File: src/rtl/tlb_s2w_pkg.sv
package tlb_s2w_pkg;
  typedef enum logic [1:0] {
    ST_IDLE  = 2'd0,
    ST_WALK  = 2'd1,
    ST_DRAIN = 2'd2
  } walk_state_e;
endpackage

File: src/rtl/tlb_s2w_arb.sv
module tlb_s2w_arb #(
  parameter int VMID_W = 16
) (
  input  logic              idle,
  input  logic              loc_valid,
  input  logic [VMID_W-1:0] loc_vmid,
  input  logic              loc_nxs,
  input  logic              rmt_valid,
  input  logic [VMID_W-1:0] rmt_vmid,
  input  logic              rmt_nxs,
  output logic              loc_ready,
  output logic              rmt_ready,
  output logic              take,
  output logic              take_rmt,
  output logic [VMID_W-1:0] take_vmid,
  output logic              take_nxs
);
  // Broadcast requests win a tie: remote cores must not be starved by local traffic.
  assign rmt_ready = idle;
  assign loc_ready = idle && !rmt_valid;
  assign take      = idle && (rmt_valid || loc_valid);
  assign take_rmt  = rmt_valid;
  assign take_vmid = rmt_valid ? rmt_vmid : loc_vmid;
  assign take_nxs  = rmt_valid ? rmt_nxs : loc_nxs;
endmodule

File: src/rtl/tlb_s2w_table.sv
module tlb_s2w_table #(
  parameter int N      = 16,
  parameter int VMID_W = 16,
  parameter int ASID_W = 8,
  parameter int CNT_W  = 4,
  parameter int IDX_W  = 4
) (
  input  logic              clk,
  input  logic              rst_n,
  input  logic              fill_en,
  input  logic [IDX_W-1:0]  fill_idx,
  input  logic              fill_valid,
  input  logic [VMID_W-1:0] fill_vmid,
  input  logic [ASID_W-1:0] fill_asid,
  input  logic              fill_global,
  input  logic              fill_xs,
  input  logic              fill_wperm,
  input  logic [IDX_W-1:0]  lk_idx,
  output logic [ASID_W-1:0] lk_asid,
  output logic              lk_global,
  input  logic              acc_issue,
  input  logic [IDX_W-1:0]  acc_issue_idx,
  input  logic              acc_retire,
  input  logic [IDX_W-1:0]  acc_retire_idx,
  input  logic [IDX_W-1:0]  walk_idx,
  input  logic              clr_en,
  output logic              rd_valid,
  output logic [VMID_W-1:0] rd_vmid,
  output logic              rd_xs,
  output logic [N-1:0]      cnt_zero,
  output logic [N-1:0]      valid_map,
  output logic [N-1:0]      perm_map
);
  localparam logic [CNT_W-1:0] CNT_ONE = CNT_W'(1);

  logic [VMID_W-1:0] vmid_q [N];
  logic [ASID_W-1:0] asid_q [N];
  logic [N-1:0]      glob_q;
  logic [N-1:0]      xs_q;

  for (genvar i = 0; i < N; i++) begin : g_ent
    logic             fill_hit;
    logic             inc;
    logic             dec;
    logic [CNT_W-1:0] cnt_q;

    assign fill_hit = fill_en && (fill_idx == IDX_W'(i));
    assign inc      = acc_issue  && (acc_issue_idx  == IDX_W'(i));
    assign dec      = acc_retire && (acc_retire_idx == IDX_W'(i));

    always_ff @(posedge clk) begin
      if (!rst_n) begin
        valid_map[i] <= 1'b0;
        perm_map[i]  <= 1'b0;
        vmid_q[i]    <= '0;
        asid_q[i]    <= '0;
        glob_q[i]    <= 1'b0;
        xs_q[i]      <= 1'b0;
      end else if (fill_hit) begin
        valid_map[i] <= fill_valid;
        perm_map[i]  <= fill_wperm;
        vmid_q[i]    <= fill_vmid;
        asid_q[i]    <= fill_asid;
        glob_q[i]    <= fill_global;
        xs_q[i]      <= fill_xs;
      end else if (clr_en && (walk_idx == IDX_W'(i))) begin
        perm_map[i]  <= 1'b0;
      end
    end

    always_ff @(posedge clk) begin
      if (!rst_n) begin
        cnt_q <= '0;
      end else begin
        unique case ({inc, dec})
          2'b10:   cnt_q <= cnt_q + CNT_ONE;
          2'b01:   cnt_q <= (cnt_q == '0) ? cnt_q : cnt_q - CNT_ONE;
          default: cnt_q <= cnt_q;
        endcase
      end
    end

    assign cnt_zero[i] = (cnt_q == '0);
  end

  assign rd_valid  = valid_map[walk_idx];
  assign rd_vmid   = vmid_q[walk_idx];
  assign rd_xs     = xs_q[walk_idx];
  assign lk_asid   = asid_q[lk_idx];
  assign lk_global = glob_q[lk_idx];
endmodule

File: src/rtl/tlb_s2w_walker.sv
module tlb_s2w_walker
  import tlb_s2w_pkg::*;
#(
  parameter int N       = 16,
  parameter int VMID_W  = 16,
  parameter int IDX_W   = 4,
  parameter bit XS1_HIT = 1'b0
) (
  input  logic              clk,
  input  logic              rst_n,
  input  logic              take,
  input  logic              take_rmt,
  input  logic [VMID_W-1:0] take_vmid,
  input  logic              take_nxs,
  input  logic              rd_valid,
  input  logic [VMID_W-1:0] rd_vmid,
  input  logic              rd_xs,
  input  logic [N-1:0]      cnt_zero,
  output logic [IDX_W-1:0]  walk_idx,
  output logic              clr_en,
  output logic              idle,
  output logic              busy,
  output logic              done,
  output logic              done_rmt
);
  localparam logic [IDX_W-1:0] LAST = IDX_W'(N - 1);

  walk_state_e       state_q;
  logic [IDX_W-1:0]  idx_q;
  logic [VMID_W-1:0] vmid_q;
  logic              nxs_q;
  logic              rmt_q;
  logic [N-1:0]      scope_q;
  logic              done_q;

  logic hit;
  logic drain_hit;
  logic clr_hit;
  logic drained;

  // ASID and global flag deliberately take no part in the match.
  assign hit       = rd_valid && (rd_vmid == vmid_q);
  assign drain_hit = hit && (!nxs_q || !rd_xs);
  assign clr_hit   = hit && (!nxs_q || !rd_xs || XS1_HIT);
  assign drained   = &(cnt_zero | ~scope_q);

  always_ff @(posedge clk) begin
    if (!rst_n) begin
      state_q <= ST_IDLE;
      idx_q   <= '0;
      vmid_q  <= '0;
      nxs_q   <= 1'b0;
      rmt_q   <= 1'b0;
      scope_q <= '0;
      done_q  <= 1'b0;
    end else begin
      done_q <= 1'b0;
      unique case (state_q)
        ST_IDLE: begin
          if (take) begin
            vmid_q  <= take_vmid;
            nxs_q   <= take_nxs;
            rmt_q   <= take_rmt;
            idx_q   <= '0;
            scope_q <= '0;
            state_q <= ST_WALK;
          end
        end
        ST_WALK: begin
          scope_q[idx_q] <= drain_hit;
          if (idx_q == LAST) begin
            state_q <= ST_DRAIN;
          end else begin
            idx_q <= idx_q + IDX_W'(1);
          end
        end
        ST_DRAIN: begin
          if (drained) begin
            done_q  <= 1'b1;
            state_q <= ST_IDLE;
          end
        end
        default: state_q <= ST_IDLE;
      endcase
    end
  end

  assign walk_idx = idx_q;
  assign clr_en   = (state_q == ST_WALK) && clr_hit;
  assign idle     = (state_q == ST_IDLE);
  assign busy     = !idle;
  assign done     = done_q;
  assign done_rmt = rmt_q;
endmodule

File: src/rtl/tlb_s2w_inval.sv
module tlb_s2w_inval #(
  parameter int N       = 16,
  parameter int VMID_W  = 16,
  parameter int ASID_W  = 8,
  parameter int CNT_W   = 4,
  parameter bit XS1_HIT = 1'b0,
  localparam int IDX_W  = (N > 1) ? $clog2(N) : 1
) (
  input  logic              clk,
  input  logic              rst_n,
  input  logic              fill_en,
  input  logic [IDX_W-1:0]  fill_idx,
  input  logic              fill_valid,
  input  logic [VMID_W-1:0] fill_vmid,
  input  logic [ASID_W-1:0] fill_asid,
  input  logic              fill_global,
  input  logic              fill_xs,
  input  logic              fill_wperm,
  input  logic [IDX_W-1:0]  lk_idx,
  output logic [ASID_W-1:0] lk_asid,
  output logic              lk_global,
  input  logic              acc_issue,
  input  logic [IDX_W-1:0]  acc_issue_idx,
  input  logic              acc_retire,
  input  logic [IDX_W-1:0]  acc_retire_idx,
  input  logic              loc_valid,
  output logic              loc_ready,
  input  logic [VMID_W-1:0] loc_vmid,
  input  logic              loc_nxs,
  input  logic              rmt_valid,
  output logic              rmt_ready,
  input  logic [VMID_W-1:0] rmt_vmid,
  input  logic              rmt_nxs,
  output logic              busy,
  output logic              inv_done,
  output logic              inv_done_rmt,
  output logic [N-1:0]      valid_map,
  output logic [N-1:0]      perm_map
);
  logic              idle;
  logic              take;
  logic              take_rmt;
  logic [VMID_W-1:0] take_vmid;
  logic              take_nxs;
  logic [IDX_W-1:0]  walk_idx;
  logic              clr_en;
  logic              rd_valid;
  logic [VMID_W-1:0] rd_vmid;
  logic              rd_xs;
  logic [N-1:0]      cnt_zero;

  tlb_s2w_arb #(.VMID_W(VMID_W)) u_arb (
    .idle      (idle),
    .loc_valid (loc_valid),
    .loc_vmid  (loc_vmid),
    .loc_nxs   (loc_nxs),
    .rmt_valid (rmt_valid),
    .rmt_vmid  (rmt_vmid),
    .rmt_nxs   (rmt_nxs),
    .loc_ready (loc_ready),
    .rmt_ready (rmt_ready),
    .take      (take),
    .take_rmt  (take_rmt),
    .take_vmid (take_vmid),
    .take_nxs  (take_nxs)
  );

  tlb_s2w_table #(
    .N(N), .VMID_W(VMID_W), .ASID_W(ASID_W), .CNT_W(CNT_W), .IDX_W(IDX_W)
  ) u_table (
    .clk            (clk),
    .rst_n          (rst_n),
    .fill_en        (fill_en),
    .fill_idx       (fill_idx),
    .fill_valid     (fill_valid),
    .fill_vmid      (fill_vmid),
    .fill_asid      (fill_asid),
    .fill_global    (fill_global),
    .fill_xs        (fill_xs),
    .fill_wperm     (fill_wperm),
    .lk_idx         (lk_idx),
    .lk_asid        (lk_asid),
    .lk_global      (lk_global),
    .acc_issue      (acc_issue),
    .acc_issue_idx  (acc_issue_idx),
    .acc_retire     (acc_retire),
    .acc_retire_idx (acc_retire_idx),
    .walk_idx       (walk_idx),
    .clr_en         (clr_en),
    .rd_valid       (rd_valid),
    .rd_vmid        (rd_vmid),
    .rd_xs          (rd_xs),
    .cnt_zero       (cnt_zero),
    .valid_map      (valid_map),
    .perm_map       (perm_map)
  );

  tlb_s2w_walker #(
    .N(N), .VMID_W(VMID_W), .IDX_W(IDX_W), .XS1_HIT(XS1_HIT)
  ) u_walk (
    .clk       (clk),
    .rst_n     (rst_n),
    .take      (take),
    .take_rmt  (take_rmt),
    .take_vmid (take_vmid),
    .take_nxs  (take_nxs),
    .rd_valid  (rd_valid),
    .rd_vmid   (rd_vmid),
    .rd_xs     (rd_xs),
    .cnt_zero  (cnt_zero),
    .walk_idx  (walk_idx),
    .clr_en    (clr_en),
    .idle      (idle),
    .busy      (busy),
    .done      (inv_done),
    .done_rmt  (inv_done_rmt)
  );
endmodule

File: config.mk
export PLATFORM = sky130hd
export DESIGN_NAME = tlb_s2w_inval
export DESIGN_NICKNAME = d
export VERILOG_FILES = /design/src/rtl/tlb_s2w_pkg.sv /design/src/rtl/tlb_s2w_arb.sv /design/src/rtl/tlb_s2w_table.sv /design/src/rtl/tlb_s2w_walker.sv /design/src/rtl/tlb_s2w_inval.sv
export SDC_FILE = /design/constraint.sdc
export NUM_CORES = 1
export LEC_CHECK = 0
export ABC_AREA = 1
export BUFFER_PORTS_ARGS = -buffer_cell sky130_fd_sc_hd__buf_2
export CAP_MARGIN = 40
export CORE_ASPECT_RATIO = 2
export CORE_MARGIN = 4
export CORE_UTILIZATION = 62
export CTS_CLUSTER_SIZE = 28
export DETAILED_ROUTE_END_ITERATION = 10
export PLACE_DENSITY = 0.8
export SETUP_SLACK_MARGIN = 0.5
export SYNTH_ARGS = -nofsm -noshare
export SYNTH_HDL_FRONTEND = slang
export SYNTH_HIERARCHICAL = 1
export SYNTH_SLANG_ARGS = --single-unit
export TNS_END_PERCENT = 5
File: constraint.sdc
create_clock -name clk -period 3.4 [get_ports clk]
set_input_delay 0.51 -clock clk [delete_from_list [all_inputs] [get_ports clk]]
set_output_delay 0.51 -clock clk [all_outputs]
set_load 0.03 [all_outputs]
* Word level (Yosys, flattened, before mapping) *
Memory sizes are Yosys's and may differ from the RTL's. A register that Yosys moved wholly into a read port is not among the register bits.
Cells that the tools add are included.

word-level totals
  flip-flop bits (word level) = 169
  bits in writable memories = 384
  bits of input ports = 85
  output and inout bits = 46
  word-level logic and storage cells = 594
  memories kept = 2

operators by class
  add/subtract/negate cells = 33
  magnitude comparators = 3
  equality and inequality tests = 115
  muxes and demuxes = 168
  bitwise gates (word level) = 34
  reduce and logical (&&, ||, !) cells = 152

memories
  name            depth  width  rd ports  clocked after memory_dff  wr ports  RTL line             RTL
  u_table.vmid_q  16     16     1         1                         16        tlb_s2w_table.sv:36  logic [VMID_W-1:0] vmid_q [N];
  u_table.asid_q  16     8      1         0                         16        tlb_s2w_table.sv:37  logic [ASID_W-1:0] asid_q [N];

operators by type and width
  kind                   count
  $mux W16               18
  $pmux W4 S2            17
  $eq A4 B4 Y1 const B   32
  $mux W8                16
  $mux W1                87
  $logic_not A4 Y1       20
  $mux W4                20
  $logic_and A1 B1 Y1    70
  $add A4 B1 Y4 const B  17
  $reduce_bool A2 Y1     33
  $eq A4 B3 Y1 const B   16
  $sub A4 B1 Y4 const B  16
  $ne A2 B2 Y1 const B   19
  $reduce_and A2 Y1      19
  $eq A2 B1 Y1 const B   17
  $eq A2 B2 Y1 const B   17
  $eq A4 B2 Y1 const B   8
  $or A1 B1 Y1           32
  $pmux W16 S2           1
  $bwmux W16             1
  $eq A16 B16 Y1         1
  $eq A4 B1 Y1 const B   4
  $not A16 Y16           1
  $or A16 B16 Y16        1
  other kinds (12)       22

* Logic depth before layout (Yosys ltp) *
Gate-level depths: netlist of run 1.

  word-level depth = 9
  mapped depth = 20
  gate-level depth less buffers = 18

* Modules after synthesis *
Netlist of run 1, hierarchy kept.

modules (own cells, without submodules)
  module          times used  cells an instance  area each (um^2)  sequential area each (um^2)
  tlb_s2w_table   1           2,472              23,856.6          14,093.5
  tlb_s2w_walker  1           367                2,328.5           820.8
  tlb_s2w_arb     1           61                 270.3             0.0

* Least setup slack after synthesis of run 1 *
OpenSTA, ideal clock, no wires.

  kind = reg-to-reg
  start = register u_walk.idx_q[1] (netlist: u_walk/walk_idx[1])
  end = register u_table.perm_map[11]
  library setup time = 160 ps
  data arrival time = 2,569 ps
  data required time = 3,240 ps
  slack = 670 ps
  cell stages (with the launch flop) = 17
  path buffers = 2
  clock period less this slack = 2,730 ps
  cells stage by stage = dfxtp_1 nand2_1 inv_1 buf_2 buf_1 a22oi_1 nand2_1 nand2_1 nand4_1 xnor2_1 nand2_1 nor2_1 nand2_1 nor4_1 nand2_1 o21ai_0 o22ai_1

on the way
  longest elaborated chain between the ends = 8
  elaborated cells between the ends (all ways) = 12
  those cells by class = 1 x eq/ne; 4 x mux; 7 x reduce/logical

RTL lines
  element                                RTL line              RTL
  start, declared                        tlb_s2w_walker.sv:29  logic [IDX_W-1:0] idx_q;
  start signal, assigned                 tlb_s2w_walker.sv:74  idx_q <= idx_q + IDX_W'(1);
  $bmux W1 S4                            tlb_s2w_table.sv:88   assign rd_xs = xs_q[walk_idx];
  $mux W1 (not written as such)          tlb_s2w_table.sv:88
  $logic_not A1 Y1                       tlb_s2w_walker.sv:44  assign clr_hit = hit && (!nxs_q || !rd_xs || XS1_HIT);
  $logic_or A1 B1 Y1                     tlb_s2w_walker.sv:44
  $logic_and A1 B1 Y1 *                  tlb_s2w_walker.sv:44
  $logic_and A1 B1 Y1 *                  tlb_s2w_walker.sv:89  assign clr_en = (state_q == ST_WALK) && clr_hit;
  net clr_en                             tlb_s2w_inval.sv:46   logic clr_en;
  $logic_and A1 B1 Y1 *                  tlb_s2w_table.sv:66   end else if (clr_en && (walk_idx == IDX_W'(i))) begin
  $reduce_bool A2 Y1 (no source line) *  -
  end signal, assigned by index          tlb_s2w_table.sv:61   perm_map[i] <= fill_wperm;
  end, declared                          tlb_s2w_table.sv:32   output logic [N-1:0] perm_map

The timed path passes the listed nets; every way through them passes the cells marked *. The select of a mux whose other input is x is not followed.
A chain may end at the register's enable or synchronous reset.

* Worst setup path in the final report of run 1 *
  start = register u_walk.idx_q[1] (netlist: u_walk/walk_idx[1])
  end = register u_table.perm_map[15]

Same word-level chain as after synthesis.

==> impl_metrics.ini, run 1 <==
[yosys]
synth_edf_count = 384
synth_compound_area_share_pct = 12.1
async_flop_share_pct = 0
synth-simple-area-share_pct = 20.8
yosysSeqAreaShare_pct = 56.4
postSynthAreaPerCell_um2 = 9.12
yosys_warnings = 6
synthTopCellsByCount = nand2_1, nor2_1, edfxtp_1
synth.area.mux_share_pct = 1.21
yosys-top-cells-area = edfxtp_1, dfxtp_1, nand2_1, nor2_1, inv_1
ys_ff_latch = 553
synthAdderAreaFrac_pct = 0.946
synth-xor-area-share_pct = 1.26
syn_inst = 2900
synth_fp_nets = 3005
synth_top_area_cell = edfxtp_1
yosysMostFrequentCell = nand2_1
yosysUniqueCellTypes = 44
synth_top_family_by_area = simple AND/OR/NAND/NOR gates
synthFlopType = edfxtp_1
yosys.area.top_type_share_pct = 43.6
syn_area_mm2 = 0.0265

[layout]
area_growth_syn_to_layout_pct = 14.5
diodes = 0
drive_gt1_share_pct = 16.0
utilization_pct = 72.0
regArea_mm2 = 0.0149
multiInputGateArea_mm2 = 0.00995
nets = 3150
n_fill_cell = 3014

[job]
max_cap_violations = 0

[global_routing]
gr-usage-all-layers_pct = 34.6
grt_pass1_vias = 22446
grt_max_degree = 81
overflow = 0
grt_antenna_before_repair = 0
grt_pass1_wl_um = 123000

[critical_path]
worst_ep_required_time_ns = 3.81
worst_ep_arrival_time_ns = 3.34
startpoint_type = flop
r2r_cells = 20
worst_setup_path_end_kind = flop
path_max_fanout = 6
worstSetupPathType = flop to flop

[sta]
tightest_slew_ns = 0.832
finClkSkew_ns = 0.0297
setup_tns_ns = 0
setup_violations = 0
hold_viol = 0
clock.fmax_mhz = 342
finalCritPeriodShare_pct = 86.1
slew_headroom_pct = 44.0
slew_viol_final = 0
rsz0062_at_grt = true
period_needed_ns = 2.93

[place]
hpwl_um = 52700
numPortBuffers = 130
place_congestion = 0.950

[route]
drt-initial-drc-count = 2411
drc_errors = 0
via_per_inst = 6.24
dr_total_vias = 22616
wl_per_cell_um = 23.6
ant_nets = 0
firstDrtPassIters = 8
wl_um = 85500

[die]
initial_core_util_pct = 62.9
die_area_mm2 = 0.0462
die_h_um = 300
core_mm2 = 0.0420
die_x_um = 154
ios = 131
num_rows = 106

[clocking]
ctsLongestPathBuffers = 3
cts_buffers = 48
clk_latency_ns = 0.59
clkTransAtPathRegs_ns = 0.07
cts_root_buf = clkbuf_16
cts_tree = yes
h-tree-depth = 2
clock_sinks = 553

[power_and_ir_drop]
p_leak_nw = 12.6
peakVddDrop_v = 0.000502
powerDensity_mw_per_mm2 = 508

[run_status]
status = complete, no violations

[min_path]
hold_path_depth = 5
hold_class = input pin to flop
==> per-stage QoR <==
step / total power [mW] / hold slack, ns / setup WS [ns] / area, um^2 / std cells
global placement: 9.58 / 0.457 / 0.122 / 27800 / 3496
floorplan: 8.94 / 0.443 / 0.670 / 26500 / 2900
global route: 15.8 / 0.369 / 0.320 / 30300 / 3623
detailed placement: 9.64 / 0.464 / 0.0605 / 27800 / 3496
finish: 15.4 / 0.309 / 0.474 / 30300 / 3623
CTS: 15.1 / 0.297 / 0.502 / 29500 / 3591
==> cell type report <==
cell class	instances	share of cell area (%)
Timing Repair Buffer	239	6.37
Multi-Input combinational cell	1872	32.9
Timing Repair inverter	1	0.0289
Tap cell	540	2.23
Sequential cell	553	49.3
Inverter	330	4.17
Clock inverter	22	0.715
Clock buffer	66	4.35
==> layout by cell type, fill, tap and decap left out, types with 10 or more instances in the layout <==
cell type	instances
buf_12	14
nand2_2	31
nor2_2	21
mux2i_1	32
inv_2	10
nand2_4	13
buf_2	128
nand4_1	35
inv_1	313
nor2_1	462
o211ai_1	61
nand3_2	20
buf_4	74
xor2_1	30
clkbuf_1	13
o22ai_1	42
or2_1	12
edfxtp_1	384
nor4_1	16
or2_2	16
a22oi_2	32
a21oi_1	90
clkbuf_16	58
o21ai_1	29
a22oi_1	104
o21ai_0	137
ha_1	20
nand3_1	128
dfxtp_1	167
nand2_1	486
==> registers in the layout, summed over array words and instances, names as in the netlist <==
name	cells
u_walk/vmid_q	16
u_walk/nxs_q	1
u_table/perm_map	16
u_walk/done	1
u_table/glob_q	16
u_walk/scope_q	16
u_table/xs_q	16
u_walk/state_q	2
u_table/asid_q	128
u_table/vmid_q	256
u_table/valid_map	16
u_walk/walk_idx	4
u_walk/done_rmt	1
u_table/g_ent.cnt_q	64
==> final timing paths <==
path                                          from                    to  slack (ns)
worst min-delay path                   rmt_vmid[4]      u_walk/vmid_q[4]        0.31
worst max-delay path            u_walk/walk_idx[1]  u_table/perm_map[15]        0.47
worst max register to register  u_walk/walk_idx[1]  u_table/perm_map[15]        0.47
worst min register to register   u_walk/scope_q[2]     u_walk/scope_q[2]        0.47
==> where the power goes <==
group	switching, mW	internal [mW]	leakage, nW	total, mW
logic	1.46	0.755	6.76	2.21
clock network	2.44	3.02	0.749	5.46
registers	0.168	7.53	5.05	7.70
total	4.07	11.3	12.6	15.4
==> layer usage <==
metal,share of wire [%],track usage (%),vias up,wire [um]
li1,-,-,10082,-
met1,29,34.6,10516,24700
met2,51,62.7,1486,43500
met3,9.6,5.37,532,8170
met4,11,27.0,0,9060
met5,0,0,-,0
==> cells by family after synthesis <==
kind of cell | after synthesis
AO/OA/AOI/OAI | 519
adder cells (fa/ha/maj) | 20
flip-flops | 553
buffers and inverters | 476
multiplexers | 32
AND/OR/NAND/NOR | 1262
XOR/XNOR | 38
==> critical path, stage by stage, from the launching register on <==
cell,delay (ns)
dfxtp_4,0.37
buf_12,0.15
nor2_4,0.25
buf_12,0.18
buf_6,0.15
a22oi_1,0.07
nand2_1,0.07
nand2_1,0.06
nand4_1,0.14
inv_1,0.07
nand2_2,0.08
nand2_1,0.07
inv_2,0.07
nand2_1,0.05
nor2_1,0.10
nand2_1,0.10
nor4_2,0.22
buf_4,0.25
nand2_4,0.09
o21ai_2,0.14
o22ai_1,0.10
==> timing repair <==
action / 4_1_cts / 5_1_grt
setup endpoints to repair: 27 / 27
endpoints found under the hold margin: 0 / 0
resized for setup: 35 / 83
pin swaps: 7 / 33
setup buffers: 5 / 18
hold buffers: 0 / 0
gates cloned: 2 / 14
Power figures use the tool's default switching activity.
==> inputs of run 2 (changes only) <==
Settings changed: ABC_AREA 1 to not set, PLACE_DENSITY 0.8 to 0.81.
==> run 2 against run 1 <==
  * Critical path type unchanged
  * Count of clock-buffer cells in the layout grew 4
  * Worst setup slack lost 0.92 ns
  * Combinational power decreased by 36%
  * Cell area fell by 2.8%
  * The flow now finishes with violations (setup timing)
  * Highest routed layer is now met5
==> impl_metrics.ini, run 2 <==
[die]
num_rows = 106
initial_core_util_pct = 62.6
ios = 131
die_x_um = 153
die_area_mm2 = 0.0456
die_h_um = 298
core_mm2 = 0.0416

[layout]
n_fill_cell = 2723
layout_common_cells = and2_1, edfxtp_1, dfxtp_1
finish.instance_area_mm2 = 0.0294
top_register = u_table/vmid_q
reg_top3 = u_table/vmid_q x256, u_table/asid_q x128, u_table/g_ent.cnt_q x64
final_common_cell = and2_1
largest_reg_flops = 256
drive_gt1_share_pct = 23.3
area_growth_syn_to_layout_pct = 13.0
nets = 2187
layoutNonFillerInstCount = 2662

[clocking]
cts_root_buf = clkbuf_16
cts_buffers = 47
ctsLongestPathBuffers = 3
h-tree-depth = 2
cts_tree = yes
postCtsHoldBufs = 0
clock_sinks = 553
clk_latency_ns = 0.58
clkTransAtPathRegs_ns = 0.07

[sta]
tightest_slew_ns = 0.782
finalCritPeriodShare_pct = 113
slew_viol_final = 0
setup_violations = 16
period_needed_ns = 3.85
rsz0062_at_grt = true
slew_headroom_pct = 47.4
setup_slack_ns = -0.449
finClkSkew_ns = 0.0265
clock.fmax_mhz = 260
hold_viol = 0

[place]
numPortBuffers = 130
place_congestion = 0.860
placed_cell_area_mm2 = 0.0278
hpwl_um = 47700
numPlacedInstances = 2571

[min_path]
worstHoldStart = fill_wperm
hold_path_depth = 3
hold_class = input pin to flop
hold_path_end = u_table/perm_map[1]

[critical_path]
worst_setup_path_end_kind = flop
startpoint_type = flop
worstSetupPathType = flop to flop
critPathTopFamily = simple AND/OR/NAND/NOR gates
path_buf_inv = 4
cpPeakStageDelay_ns = 0.52
crit_chain = buf_12 -> buf_12 -> mux4_2 -> mux4_2 -> xor2_2 -> nor4_2 -> nand4_1 -> or4_4 -> inv_2 -> or3b_4 -> buf_4 -> o21ai_0 -> o21ai_0
r2r_slack_ns = -0.45
worst_ep_arrival_time_ns = 4.30
r2r_cells = 13
path_max_fanout = 8
r2r-end = u_table/perm_map[12]
reg2reg_from = u_walk/walk_idx[0]
crit_slowest_cell = mux4_2
worst_ep_required_time_ns = 3.85

[power_and_ir_drop]
finalPower_mw = 14.7
powerDensity_mw_per_mm2 = 498
peakVddDrop_v = 0.000553
p_leak_nw = 10.7

[yosys]
yosys_warnings = 6
yosysSeqAreaShare_pct = 57.2
synth_fp_nets = 2061
synthTopCellsByCount = and2_1, edfxtp_1, dfxtp_1
yosysMostFrequentCell = and2_1
synth_edf_count = 384
syn_inst = 1956
postSynthAreaPerCell_um2 = 13.3
synthFlopType = edfxtp_1
yosysUniqueCellTypes = 63
yosys-top-cells-area = edfxtp_1, dfxtp_1, mux4_2, and2_1, mux2i_1
async_flop_share_pct = 0
yosys.area.top_type_share_pct = 44.2
syn_area_mm2 = 0.0261
synth_top_area_cell = edfxtp_1
ys_ff_latch = 553

[global_routing]
grt_antenna_before_repair = 4
overflow = 0
grt_pass1_wl_um = 111000
gr-usage-all-layers_pct = 32.5
grt_max_degree = 85
grt_pass1_vias = 18099

[run_status]
violations = setup timing
status = finished with violations

[route]
wl_um = 74400
via_per_inst = 6.53
wl_per_cell_um = 27.9
dr_total_vias = 17373
drc_errors = 0
drt-initial-drc-count = 1801
ant_nets = 0
firstDrtPassIters = 7

[job]
max_cap_violations = 0
## run 2: area by class of cell
type	instances	area [um^2]	area share, %
Timing Repair Buffer	221	1650	5.60
Clock buffer	70	1450	4.93
Tap cell	540	676	2.29
Antenna cell	2	5.00	0.0170
Clock inverter	17	144	0.489
Inverter	30	113	0.382
Sequential cell	553	14900	50.7
Multi-Input combinational cell	1229	10500	35.6
## run 2: per-stage QoR
step	hold slack (ns)	TNS (ns)	util, %	setup slack, ns
2_1_floorplan	0.436	-2.94	-	-0.443
3_3_place_gp	0.450	-3.45	66.7	-0.361
3_5_place_dp	0.458	-5.31	66.8	-0.503
4_1_cts	0.295	-4.51	70.6	-0.416
5_1_grt	0.343	-6.26	70.7	-0.517
6_report	0.313	-4.81	70.7	-0.449
## run 2: worst register-to-register path: stages, from the launching register on
cell and delay [ns]:
dfxtp_4 0.45, buf_12 0.15, buf_12 0.14, mux4_2 0.52, mux4_2 0.52, xor2_2 0.19
nor4_2 0.21, nand4_1 0.18, or4_4 0.49, inv_2 0.08, or3b_4 0.38, buf_4 0.15
o21ai_0 0.18, o21ai_0 0.09
## run 2: power by group
part | internal, mW | switching (mW) | total, mW
clock network | 3.12 | 2.47 | 5.59
logic | 0.614 | 0.802 | 1.42
registers | 7.51 | 0.165 | 7.67
total | 11.2 | 3.43 | 14.7
## run 2: cell families (layout without fill, tap and decap cells)
logic type | count (synthesis) | after routing | share of synthesized area (%)
compound gates | 236 | 236 | 6.75
mux | 198 | 198 | 14.3
buf+inv | 174 | 338 | 2.81
fa+ha+maj | 20 | 20 | 0.960
flops | 553 | 553 | 57.2
xor+xnor | 52 | 52 | 1.75
simple gates | 723 | 723 | 16.2
other cells | 0 | 2 | 0
## run 2: timing repair
item / 4_1_cts / 5_1_grt
pin swaps: 1 / 1
buffers inserted: 1 / 1
setup endpoints to repair: 32 / 35
resized for setup: 8 / 17
hold endpoints to repair: 0 / 0
## run 2: how the worst max path moves through the flow
| stage | startpoint | end | slack [ns] | cells after the start |
|---|---|---|---|---|
| 6_report | u_walk/walk_idx[0] | u_table/perm_map[12] | -0.45 | 13 |
| 5_1_grt | u_walk/walk_idx[0] | u_table/perm_map[12] | -0.52 | 13 |
| 4_1_cts | u_walk/walk_idx[0] | u_table/perm_map[4] | -0.42 | 13 |
| 3_5_place_dp | u_walk/walk_idx[0] | u_table/perm_map[8] | -0.50 | 12 |
| 3_3_place_gp | u_walk/walk_idx[0] | u_table/perm_map[4] | -0.36 | 13 |
| 2_1_floorplan | u_walk/walk_idx[0] | u_table/perm_map[0] | -0.44 | 15 |
## run 2: routing by layer
layer  track usage (%)  wire (um)  up-vias
met5                 0         14        -
met1              34.9      22700     8497
met4              20.8       5840        2
met2              58.8      39500     1063
met3              5.04       6310      348
li1                  -          -     7463
